`src/rtl/srg_pkg.sv`:
```
package srg_pkg;

  localparam int REL_W  = 10;
  localparam int DATA_W = 8;
  localparam int ADDR_W = 3;

  typedef enum logic [ADDR_W-1:0] {
    A_REL0_LO = 3'd0,
    A_REL0_HI = 3'd1,
    A_REL1_LO = 3'd2,
    A_REL1_HI = 3'd3,
    A_CTRL    = 3'd4
  } reg_addr_e;

  typedef struct packed {
    logic t1_src;
    logic dbl;
  } ctrl_t;

endpackage

```
`src/rtl/srg_regs.sv`:
```
module srg_regs
  import srg_pkg::*;
#(
  parameter int RW = 10,
  parameter int DW = 8,
  parameter int AW = 3
) (
  input  logic          clk,
  input  logic          rst,
  input  logic          wr_en,
  input  logic [AW-1:0] wr_addr,
  input  logic [DW-1:0] wr_data,
  input  logic [AW-1:0] rd_addr,
  output logic [DW-1:0] rd_data,
  output logic [RW-1:0] rel0,
  output logic [RW-1:0] rel1,
  output ctrl_t         ctrl
);
  localparam int HW = RW - DW;
  localparam int CW = $bits(ctrl_t);

  logic [DW-1:0] lo0, lo1;
  logic [HW-1:0] hi0, hi1;

  always_ff @(posedge clk) begin
    if (rst) begin
      lo0  <= '0;
      lo1  <= '0;
      hi0  <= '0;
      hi1  <= '0;
      ctrl <= '0;
    end else if (wr_en) begin
      case (wr_addr)
        A_REL0_LO: lo0  <= wr_data;
        A_REL0_HI: hi0  <= wr_data[HW-1:0];
        A_REL1_LO: lo1  <= wr_data;
        A_REL1_HI: hi1  <= wr_data[HW-1:0];
        A_CTRL:    ctrl <= ctrl_t'(wr_data[CW-1:0]);
        default: ;
      endcase
    end
  end

  always_ff @(posedge clk) begin
    if (rst) begin
      rd_data <= '0;
    end else begin
      case (rd_addr)
        A_REL0_LO: rd_data <= lo0;
        A_REL0_HI: rd_data <= {{(DW-HW){1'b0}}, hi0};
        A_REL1_LO: rd_data <= lo1;
        A_REL1_HI: rd_data <= {{(DW-HW){1'b0}}, hi1};
        A_CTRL:    rd_data <= {{(DW-CW){1'b0}}, ctrl};
        default:   rd_data <= '0;
      endcase
    end
  end

  assign rel0 = {hi0, lo0};
  assign rel1 = {hi1, lo1};


  hi0_field_chk: assert property (@(posedge clk) disable iff (rst)
    (wr_en && wr_addr == A_REL0_HI) |=> rel0[RW-1:DW] == $past(wr_data[HW-1:0]));


  lo1_field_chk: assert property (@(posedge clk) disable iff (rst)
    (wr_en && wr_addr == A_REL1_LO) |=> rel1[DW-1:0] == $past(wr_data));

endmodule

```
`src/rtl/srg_reload_ctr.sv`:
```
module srg_reload_ctr #(
  parameter int W = 10
) (
  input  logic         clk,
  input  logic         rst,
  input  logic [W-1:0] rel,
  output logic         pulse
);
  localparam logic [W-1:0] TOP = '1;

  logic [W-1:0] cnt;

  always_ff @(posedge clk) begin
    if (rst) begin
      cnt   <= '0;
      pulse <= 1'b0;
    end else if (cnt == TOP) begin
      cnt   <= rel;
      pulse <= 1'b1;
    end else begin
      cnt   <= cnt + 1'b1;
      pulse <= 1'b0;
    end
  end

  // reload takes the value held before the reload edge
  reload_value_chk: assert property (@(posedge clk) disable iff (rst)
    pulse |-> cnt == $past(rel));


  count_step_chk: assert property (@(posedge clk) disable iff (rst)
    (!pulse && !$past(rst)) |-> cnt == $past(cnt) + 1'b1);

endmodule

```
`src/rtl/srg_tick_div.sv`:
```
module srg_tick_div #(
  parameter int PRE_W    = 3,
  parameter int OS_RATIO = 16
) (
  input  logic             clk,
  input  logic             rst,
  input  logic             src_pulse,
  input  logic [PRE_W-1:0] pre_div,
  output logic             os_tick,
  output logic             bit_tick
);
  localparam int OS_W = $clog2(OS_RATIO);
  localparam logic [OS_W-1:0] OS_LAST = OS_W'(OS_RATIO - 1);

  logic [PRE_W-1:0] pre_cnt;
  logic [OS_W-1:0]  os_cnt;
  logic             pre_wrap;

  assign pre_wrap = pre_cnt >= (pre_div - PRE_W'(1));

  always_ff @(posedge clk) begin
    if (rst) begin
      pre_cnt  <= '0;
      os_cnt   <= '0;
      os_tick  <= 1'b0;
      bit_tick <= 1'b0;
    end else begin
      os_tick  <= 1'b0;
      bit_tick <= 1'b0;
      if (src_pulse) begin
        if (pre_wrap) begin
          pre_cnt <= '0;
          os_tick <= 1'b1;
          if (os_cnt == OS_LAST) begin
            os_cnt   <= '0;
            bit_tick <= 1'b1;
          end else begin
            os_cnt <= os_cnt + 1'b1;
          end
        end else begin
          pre_cnt <= pre_cnt + 1'b1;
        end
      end
    end
  end


  bit_with_os_chk: assert property (@(posedge clk) disable iff (rst)
    bit_tick |-> os_tick);


  bit_single_chk: assert property (@(posedge clk) disable iff (rst)
    bit_tick |=> !bit_tick);


  os_after_pulse_chk: assert property (@(posedge clk) disable iff (rst)
    os_tick |-> $past(src_pulse));

endmodule

```
`src/rtl/serial_rate_gen.sv`:
```
module serial_rate_gen
  import srg_pkg::*;
#(
  parameter int REL_BITS  = REL_W,
  parameter int DATA_BITS = DATA_W,
  parameter int ADDR_BITS = ADDR_W,
  parameter int OS_RATIO  = 16,
  parameter int PRE_W     = 3
) (
  input  logic                 clk,
  input  logic                 rst,
  input  logic                 wr_en,
  input  logic [ADDR_BITS-1:0] wr_addr,
  input  logic [DATA_BITS-1:0] wr_data,
  input  logic [ADDR_BITS-1:0] rd_addr,
  output logic [DATA_BITS-1:0] rd_data,
  input  logic                 t1_ovf,
  output logic                 ch0_os_tick,
  output logic                 ch0_bit_tick,
  output logic                 ch1_os_tick,
  output logic                 ch1_bit_tick
);
  localparam int NCH = 2;
  localparam logic [PRE_W-1:0] PRE_INT_SLOW = PRE_W'(4);
  localparam logic [PRE_W-1:0] PRE_INT_FAST = PRE_W'(2);
  localparam logic [PRE_W-1:0] PRE_T1_SLOW  = PRE_W'(2);
  localparam logic [PRE_W-1:0] PRE_T1_FAST  = PRE_W'(1);
  localparam logic [PRE_W-1:0] PRE_CH1      = PRE_W'(2);

  logic [REL_BITS-1:0] rel [NCH];
  logic [NCH-1:0]      ctr_pulse;
  logic [NCH-1:0]      src_pulse;
  logic [PRE_W-1:0]    pre_div [NCH];
  logic [NCH-1:0]      os_tick;
  logic [NCH-1:0]      bit_tick;
  ctrl_t               ctrl;
  logic                t1_q;

  srg_regs #(.RW(REL_BITS), .DW(DATA_BITS), .AW(ADDR_BITS)) u_regs (
    .clk     (clk),
    .rst     (rst),
    .wr_en   (wr_en),
    .wr_addr (wr_addr),
    .wr_data (wr_data),
    .rd_addr (rd_addr),
    .rd_data (rd_data),
    .rel0    (rel[0]),
    .rel1    (rel[1]),
    .ctrl    (ctrl)
  );

  // Timer overflow aligned to the counter pulse stage
  always_ff @(posedge clk) begin
    if (rst) t1_q <= 1'b0;
    else     t1_q <= t1_ovf;
  end

  always_comb begin
    src_pulse[0] = ctrl.t1_src ? t1_q : ctr_pulse[0];
    if (ctrl.t1_src) pre_div[0] = ctrl.dbl ? PRE_T1_FAST : PRE_T1_SLOW;
    else             pre_div[0] = ctrl.dbl ? PRE_INT_FAST : PRE_INT_SLOW;
    src_pulse[1] = ctr_pulse[1];
    pre_div[1]   = PRE_CH1;
  end

  for (genvar g = 0; g < NCH; g++) begin : g_ch
    srg_reload_ctr #(.W(REL_BITS)) u_ctr (
      .clk   (clk),
      .rst   (rst),
      .rel   (rel[g]),
      .pulse (ctr_pulse[g])
    );
    srg_tick_div #(.PRE_W(PRE_W), .OS_RATIO(OS_RATIO)) u_div (
      .clk       (clk),
      .rst       (rst),
      .src_pulse (src_pulse[g]),
      .pre_div   (pre_div[g]),
      .os_tick   (os_tick[g]),
      .bit_tick  (bit_tick[g])
    );
  end

  assign ch0_os_tick  = os_tick[0];
  assign ch0_bit_tick = bit_tick[0];
  assign ch1_os_tick  = os_tick[1];
  assign ch1_bit_tick = bit_tick[1];

  // channel 1 ticks only follow its own counter pulse
  ch1_own_src_chk: assert property (@(posedge clk) disable iff (rst)
    ch1_os_tick |-> $past(ctr_pulse[1]));

  // timer-sourced channel 0 ticks follow a timer overflow
  ch0_t1_src_chk: assert property (@(posedge clk) disable iff (rst)
    (ch0_os_tick && $past(ctrl.t1_src)) |-> $past(t1_q));

endmodule

```
`config.mk`:
```
export PLATFORM = sky130hd
export DESIGN_NAME = serial_rate_gen
export DESIGN_NICKNAME = d
export VERILOG_FILES = /design/src/rtl/srg_pkg.sv /design/src/rtl/srg_regs.sv /design/src/rtl/srg_reload_ctr.sv /design/src/rtl/srg_tick_div.sv /design/src/rtl/serial_rate_gen.sv
export SDC_FILE = /design/constraint.sdc
export NUM_CORES = 1
export LEC_CHECK = 0
export CAP_MARGIN = 0
export CORE_ASPECT_RATIO = 0.7
export CORE_MARGIN = 4
export CORE_UTILIZATION = 53
export CTS_CLUSTER_SIZE = 24
export DETAILED_ROUTE_END_ITERATION = 10
export DONT_BUFFER_PORTS = 1
export PLACE_DENSITY_LB_ADDON = 0.08
export SLEW_MARGIN = 20
export SYNTH_ARGS = -nofsm -noshare
export SYNTH_HDL_FRONTEND = slang
export SYNTH_HIERARCHICAL = 1
export SYNTH_SLANG_ARGS = --single-unit
```
`constraint.sdc`:
```
create_clock -name clk -period 2.7 [get_ports clk]
set_input_delay 0.27 -clock clk [delete_from_list [all_inputs] [get_ports clk]]
set_output_delay 0.27 -clock clk [all_outputs]
set_load 0.01 [all_outputs]
```
# Word level (Yosys, flattened, before mapping)
# Index checks and enable logic that the tools add are counted.
[totals]
ff_bits = 71
out_inout_bits = 12
word_cells = 75
[classes]
n_addsub = 7
order_cmp = 2
eq_ne = 12
muxes = 17
n_bitwise = 4
n_reduce_logical = 13
[ops]
columns = ["op", "n"]
rows = [
  ["one-hot mux 8 bit (5 select lines)", 1],
  ["adder 10 x 1 -> 10 bit, second input constant", 2],
  ["equality test 10 bit, second input constant", 2],
  ["2-to-1 mux 10 bit", 2],
  ["AND reduction 2 bit", 7],
  ["equality test 3 x 2 -> 1 bit, second input constant", 4],
  ["2-to-1 mux 3 bit", 4],
  ["adder 4 x 1 -> 4 bit, second input constant", 2],
  ["equality test 4 bit, second input constant", 2],
  ["2-to-1 mux 4 bit", 2],
  ["2-to-1 mux 1 bit", 7],
  ["adder 3 x 1 -> 3 bit, second input constant", 2],
  ["equality test 3 x 1 -> 1 bit, second input constant", 2],
  ["equality test 3 bit, second input constant", 2],
  ["logical NOT 3 bit", 2],
  ["OR reduction 3 bit", 2],
  ["NOT 1 bit", 4],
  ["OR reduction 2 bit", 2],
  ["greater-or-equal comparator 3 x 1 -> 1 bit, second input constant", 1],
  ["greater-or-equal comparator 3 bit", 1],
  ["subtractor 3 x 1 -> 3 bit, second input constant", 1],
  ["2-to-1 mux 2 bit", 1],
]

# Depth between registers and ports, before layout
[logic_depth]
depth_word = 6
ltp_mapped = 11
mapped_depth_nobuf = 10

# By module
# Netlist, hierarchy kept.
[by_module_without_submodules]
columns = ["mod", "n_inst", "cells_each", "area_per_inst_um2", "seq_area_each_um2"]
rows = [
  ["srg_regs", 1, 125, 1198.6, 600.6],
  ["srg_tick_div", 2, 58, 490.5, 180.2],
  ["srg_reload_ctr at g_ch[1].u_ctr", 1, 62, 550.5, 220.2],
  ["srg_reload_ctr at g_ch[0].u_ctr", 1, 60, 524.3, 220.2],
  ["serial_rate_gen", 1, 9, 81.3, 20.0],
]

# Least setup slack after synthesis
# No wires, ideal clock.
[synth_timing]
path_type = "reg2reg"
startpoint = "reg u_regs/ctrl[1] (netlist name)"
endpoint = "reg g_ch[0].u_div.os_cnt[0]"
setup_time_ns = 0.124
t_arrival_ns = 2.020
t_required_ns = 2.576
path_slack_ns = 0.556
stages_incl_launch_ff = 12
path_buffers = 1
synth_period_minus_slack_ns = 2.144
path_cell_list = "dfxtp_1 inv_1 ha_1 inv_1 ha_1 xnor2_1 ha_1 a21o_1 a31oi_1 buf_6 nand2b_1 o21ai_0"
[synth_lines]
columns = ["item", "line_no", "rtl"]
rows = [
  ["to (signal assigned)", "srg_tick_div.sv:38", "os_cnt <= os_cnt + 1'b1;"],
  ["to (decl)", "srg_tick_div.sv:16", "logic [OS_W-1:0] os_cnt;"],
]

==> impl_metrics.csv <==
group,metric,value,unit
hold_path,whs_endpoint,"u_regs/rd_data[0]",
critical_path,r2r-start,"u_regs/ctrl[1]",
cts,cts_max_level,3,
die,core,5900,um2
layout,fin_area,3590,um2
timing,fin_hold_ws,0.0386,ns
power_and_ir_drop,power_leakage,1.29,nW
timing,finalSetupViolCount,0,
timing,maxSlewHeadroom,45.6,%
die,fp.dieW,103,um
outcome,status,"completed",
power_and_ir_drop,ir_drop,312,uV
cts,cts_buffer_depth,2,
timing,min_period,2.31,ns
route,wirelength,6980,um
global_routing,grt_pass1_wl,11800,um
die,io_pins,30,
timing,slew_violations,0,
flow_run,cap_violations,0,
timing,hold_viol,0,
synthesis,syn_area_per_cell,8.97,um2
global_routing,antenna_found_initial,0,
route,drt_pass1_iterations,5,
timing,rsz0062_at_grt,"false",
synthesis,synth_enable_flop_cells,0,
route,drc,0,
critical_path,worstSetupEndpointType,"flip-flop",
layout,fin_nets,403,
place,gp_congestion,0.766,
synthesis,synthTopCellsByArea,"dfxtp_1, mux2i_1, ha_1",
die,die_h,74.4,um
critical_path,cp.required,2.93,ns
synthesis,synthSimpleGateAreaFrac,23.6,%
place,io_buffers,0,
critical_path,start_kind,"flip-flop",
synthesis,seq_area_frac_synth,42.6,%
synthesis,synth-compound-area-share,13.1,%
layout,syn_to_final_growth,7.50,%
timing,min_period_over_period,85.6,%
synthesis,synth_warnings,6,
die,rows,23,
place,placedCellCount,432,
cts,cts_root_buffer,"clkbuf_8",
synthesis,synth_top_family_by_area,"simple AND/OR/NAND/NOR gates",
critical_path,crit_type,"flip-flop to flip-flop",
layout,stdcell_count,448,
cts,cts_made_buffers,9,
cts,clock-sinks,71,
critical_path,r2r_cells,11,
cts,post_cts_resized,0,
synthesis,synth_top_area_share,42.6,%
synthesis,synth_largest_area_cell,"dfxtp_1",
layout,antenna_cells,0,
timing,tns,0,ns
route,first_iter_violations,138,
synthesis,yosysUniqueCellTypes,49,
synthesis,synth_seq_cells,71,
synthesis,synth_cells,372,
synthesis,synth_xor_area_share,2.36,%
global_routing,grt_pass1_vias,2472,
synthesis,syn-cell-area,3340,um2
global_routing,grt_max_degree,60,
route,wl_per_cell,15.6,um
synthesis,synth.area.mux_share,7.84,%
timing,fmax,433,MHz
die,initial_core_util,56.5,%
route,avgViaCountPerCell,5.72,
synthesis,synth-adder-area-share,6.00,%
timing,fin_skew,0.00612,ns
critical_path,arrival,2.54,ns
cts,clock_latency,0.34,ns
route,ant_nets,0,
critical_path,r2r_end,"g_ch[0].u_div/os_cnt[1]",
cts,cts_tree,"yes",
place,placed_area,3350,um2
hold_path,hold_path_class,"input port to flip-flop",
layout,final_util,60.8,%
route,vias,2564,
synthesis,async_reset_ff_share,0,%
timing,worst_pin_slew,0.813,ns
layout,drive_gt1_share,8.58,%
die,die_area,7650,um2
hold_path,min_from,"rd_addr[0]",
place,hpwl,4730,um
critical_path,cp_max_fo,11,
critical_path,r2r_slack,0.39,ns
global_routing,overflow,0,
synthesis,synthFlopType,"dfxtp_1",
hold_path,min_path_cells,1,
global_routing,grtUsageTotal,20.1,%
power_and_ir_drop,cellPowerDensity,591,nW/um2
cts,path_clk_slew,0.07,ns
power by group:
group / leakage [nW] / internal [W] / switching [W]
Combinational: 0.607 / 0.0000490 / 0.0000573
Sequential: 0.575 / 0.00107 / 0.0000219
Clock: 0.109 / 0.000538 / 0.000385
repair_timing:
item / in CTS / in global routing
endpoints found under the hold margin: 59 / 0
setup buffers: 0 / 0
hold buffers: 1 / 0
layout make-up:
type	count	area, um2
Clock buffer	11	141
Clock inverter	4	70.1
Fill cell	528	2310
Inverter	13	48.8
Multi-Input combinational cell	272	1780
Sequential cell	71	1420
Tap cell	75	93.8
Timing Repair Buffer	2	35.0
metrics by stage:
stage,setup slack [ns],total power [W]
6_report,0.389,0.00212
3_3_place_gp,0.504,0.00120
2_1_floorplan,0.556,0.00120
5_1_grt,0.198,0.00220
3_5_place_dp,0.394,0.00120
4_1_cts,0.356,0.00214
cell usage after synthesis (6+ instances only):
cell,n
dfxtp_1,71
or3_1,7
a31oi_1,8
o21ai_0,12
nand4_1,7
clkbuf_1,10
inv_1,11
nand3_1,9
nand2_1,41
a21oi_1,29
a211oi_1,6
nor2b_1,6
mux2i_1,22
ha_1,16
nor2_1,37
nand2b_1,8
kinds of logic after synthesis:
family / Yosys count
other: 2
multiplexers: 25
XOR/XNOR: 9
AO/OA/AOI/OAI: 71
adder cells (fa/ha/maj): 16
AND/OR/NAND/NOR: 148
buffers and inverters: 30
flip-flops: 71
state kept, by name (all words and copies together) (netlist names):
name	flops
g_ch.u_ctr/cnt	20
g_ch.u_ctr/pulse	2
g_ch.u_div/bit_tick	2
g_ch.u_div/os_cnt	8
g_ch.u_div/os_tick	2
g_ch.u_div/pre_cnt	6
t1_q	1
u_regs/ctrl	2
u_regs/hi0	2
u_regs/hi1	2
u_regs/lo0	8
u_regs/lo1	8
u_regs/rd_data	8
cell usage in the layout, fill, tap and decap left out, types with 3 or more instances in the layout:
cell | Yosys | layout
or3_1 | 7 | 7
mux2i_1 | 22 | 22
nor4_1 | 5 | 5
o31ai_1 | 4 | 4
dfxtp_1 | 71 | 71
conb_1 | 2 | 3
ha_1 | 16 | 16
clkbuf_8 | 0 | 10
nor2b_1 | 6 | 6
inv_1 | 11 | 11
nand3_1 | 9 | 9
xnor2_1 | 5 | 5
nand4_1 | 7 | 7
nand4b_1 | 5 | 5
nand2b_1 | 8 | 8
and4_1 | 4 | 4
o21ai_0 | 12 | 12
a211oi_1 | 6 | 6
nor2_1 | 37 | 37
and4bb_2 | 3 | 3
a31oi_1 | 8 | 8
xor2_1 | 4 | 4
a21oi_1 | 29 | 29
nor3_1 | 3 | 3
a311oi_1 | 3 | 3
nand2_1 | 41 | 41
routing by layer:
| metal | wire length (um) | track usage, % | part of all wire, % |
|---|---|---|---|
| met1 | 3480 | 27.5 | 50 |
| met2 | 3060 | 29.0 | 44 |
| met3 | 371 | 7.22 | 5.3 |
| met4 | 67 | 7.90 | 0.96 |
| met5 | 0 | 0 | 0 |
worst max-delay path, cell delays in order, from the launching register on:
cell      delay [ns]
dfxtp_1         0.42
inv_1           0.06
ha_1            0.27
inv_1           0.04
ha_1            0.18
xnor2_1         0.17
ha_1            0.26
a21o_1          0.17
a31oi_1         0.15
buf_4           0.19
nand2b_1        0.17
o21ai_0         0.11
how the worst max path moves through the flow:
stage / cells past startpoint / end / from
CTS: 11 / g_ch[0].u_div/os_cnt[1] / u_regs/ctrl[1]
global route: 11 / g_ch[0].u_div/os_cnt[1] / u_regs/ctrl[1]
finish: 11 / g_ch[0].u_div/os_cnt[1] / u_regs/ctrl[1]
detailed placement: 11 / g_ch[0].u_div/os_cnt[1] / u_regs/ctrl[1]
floorplan: 11 / g_ch[0].u_div/os_cnt[0] / u_regs/ctrl[1]
global placement: 11 / g_ch[0].u_div/os_cnt[1] / u_regs/ctrl[1]
Note: power is estimated with default switching activity, not from simulation.
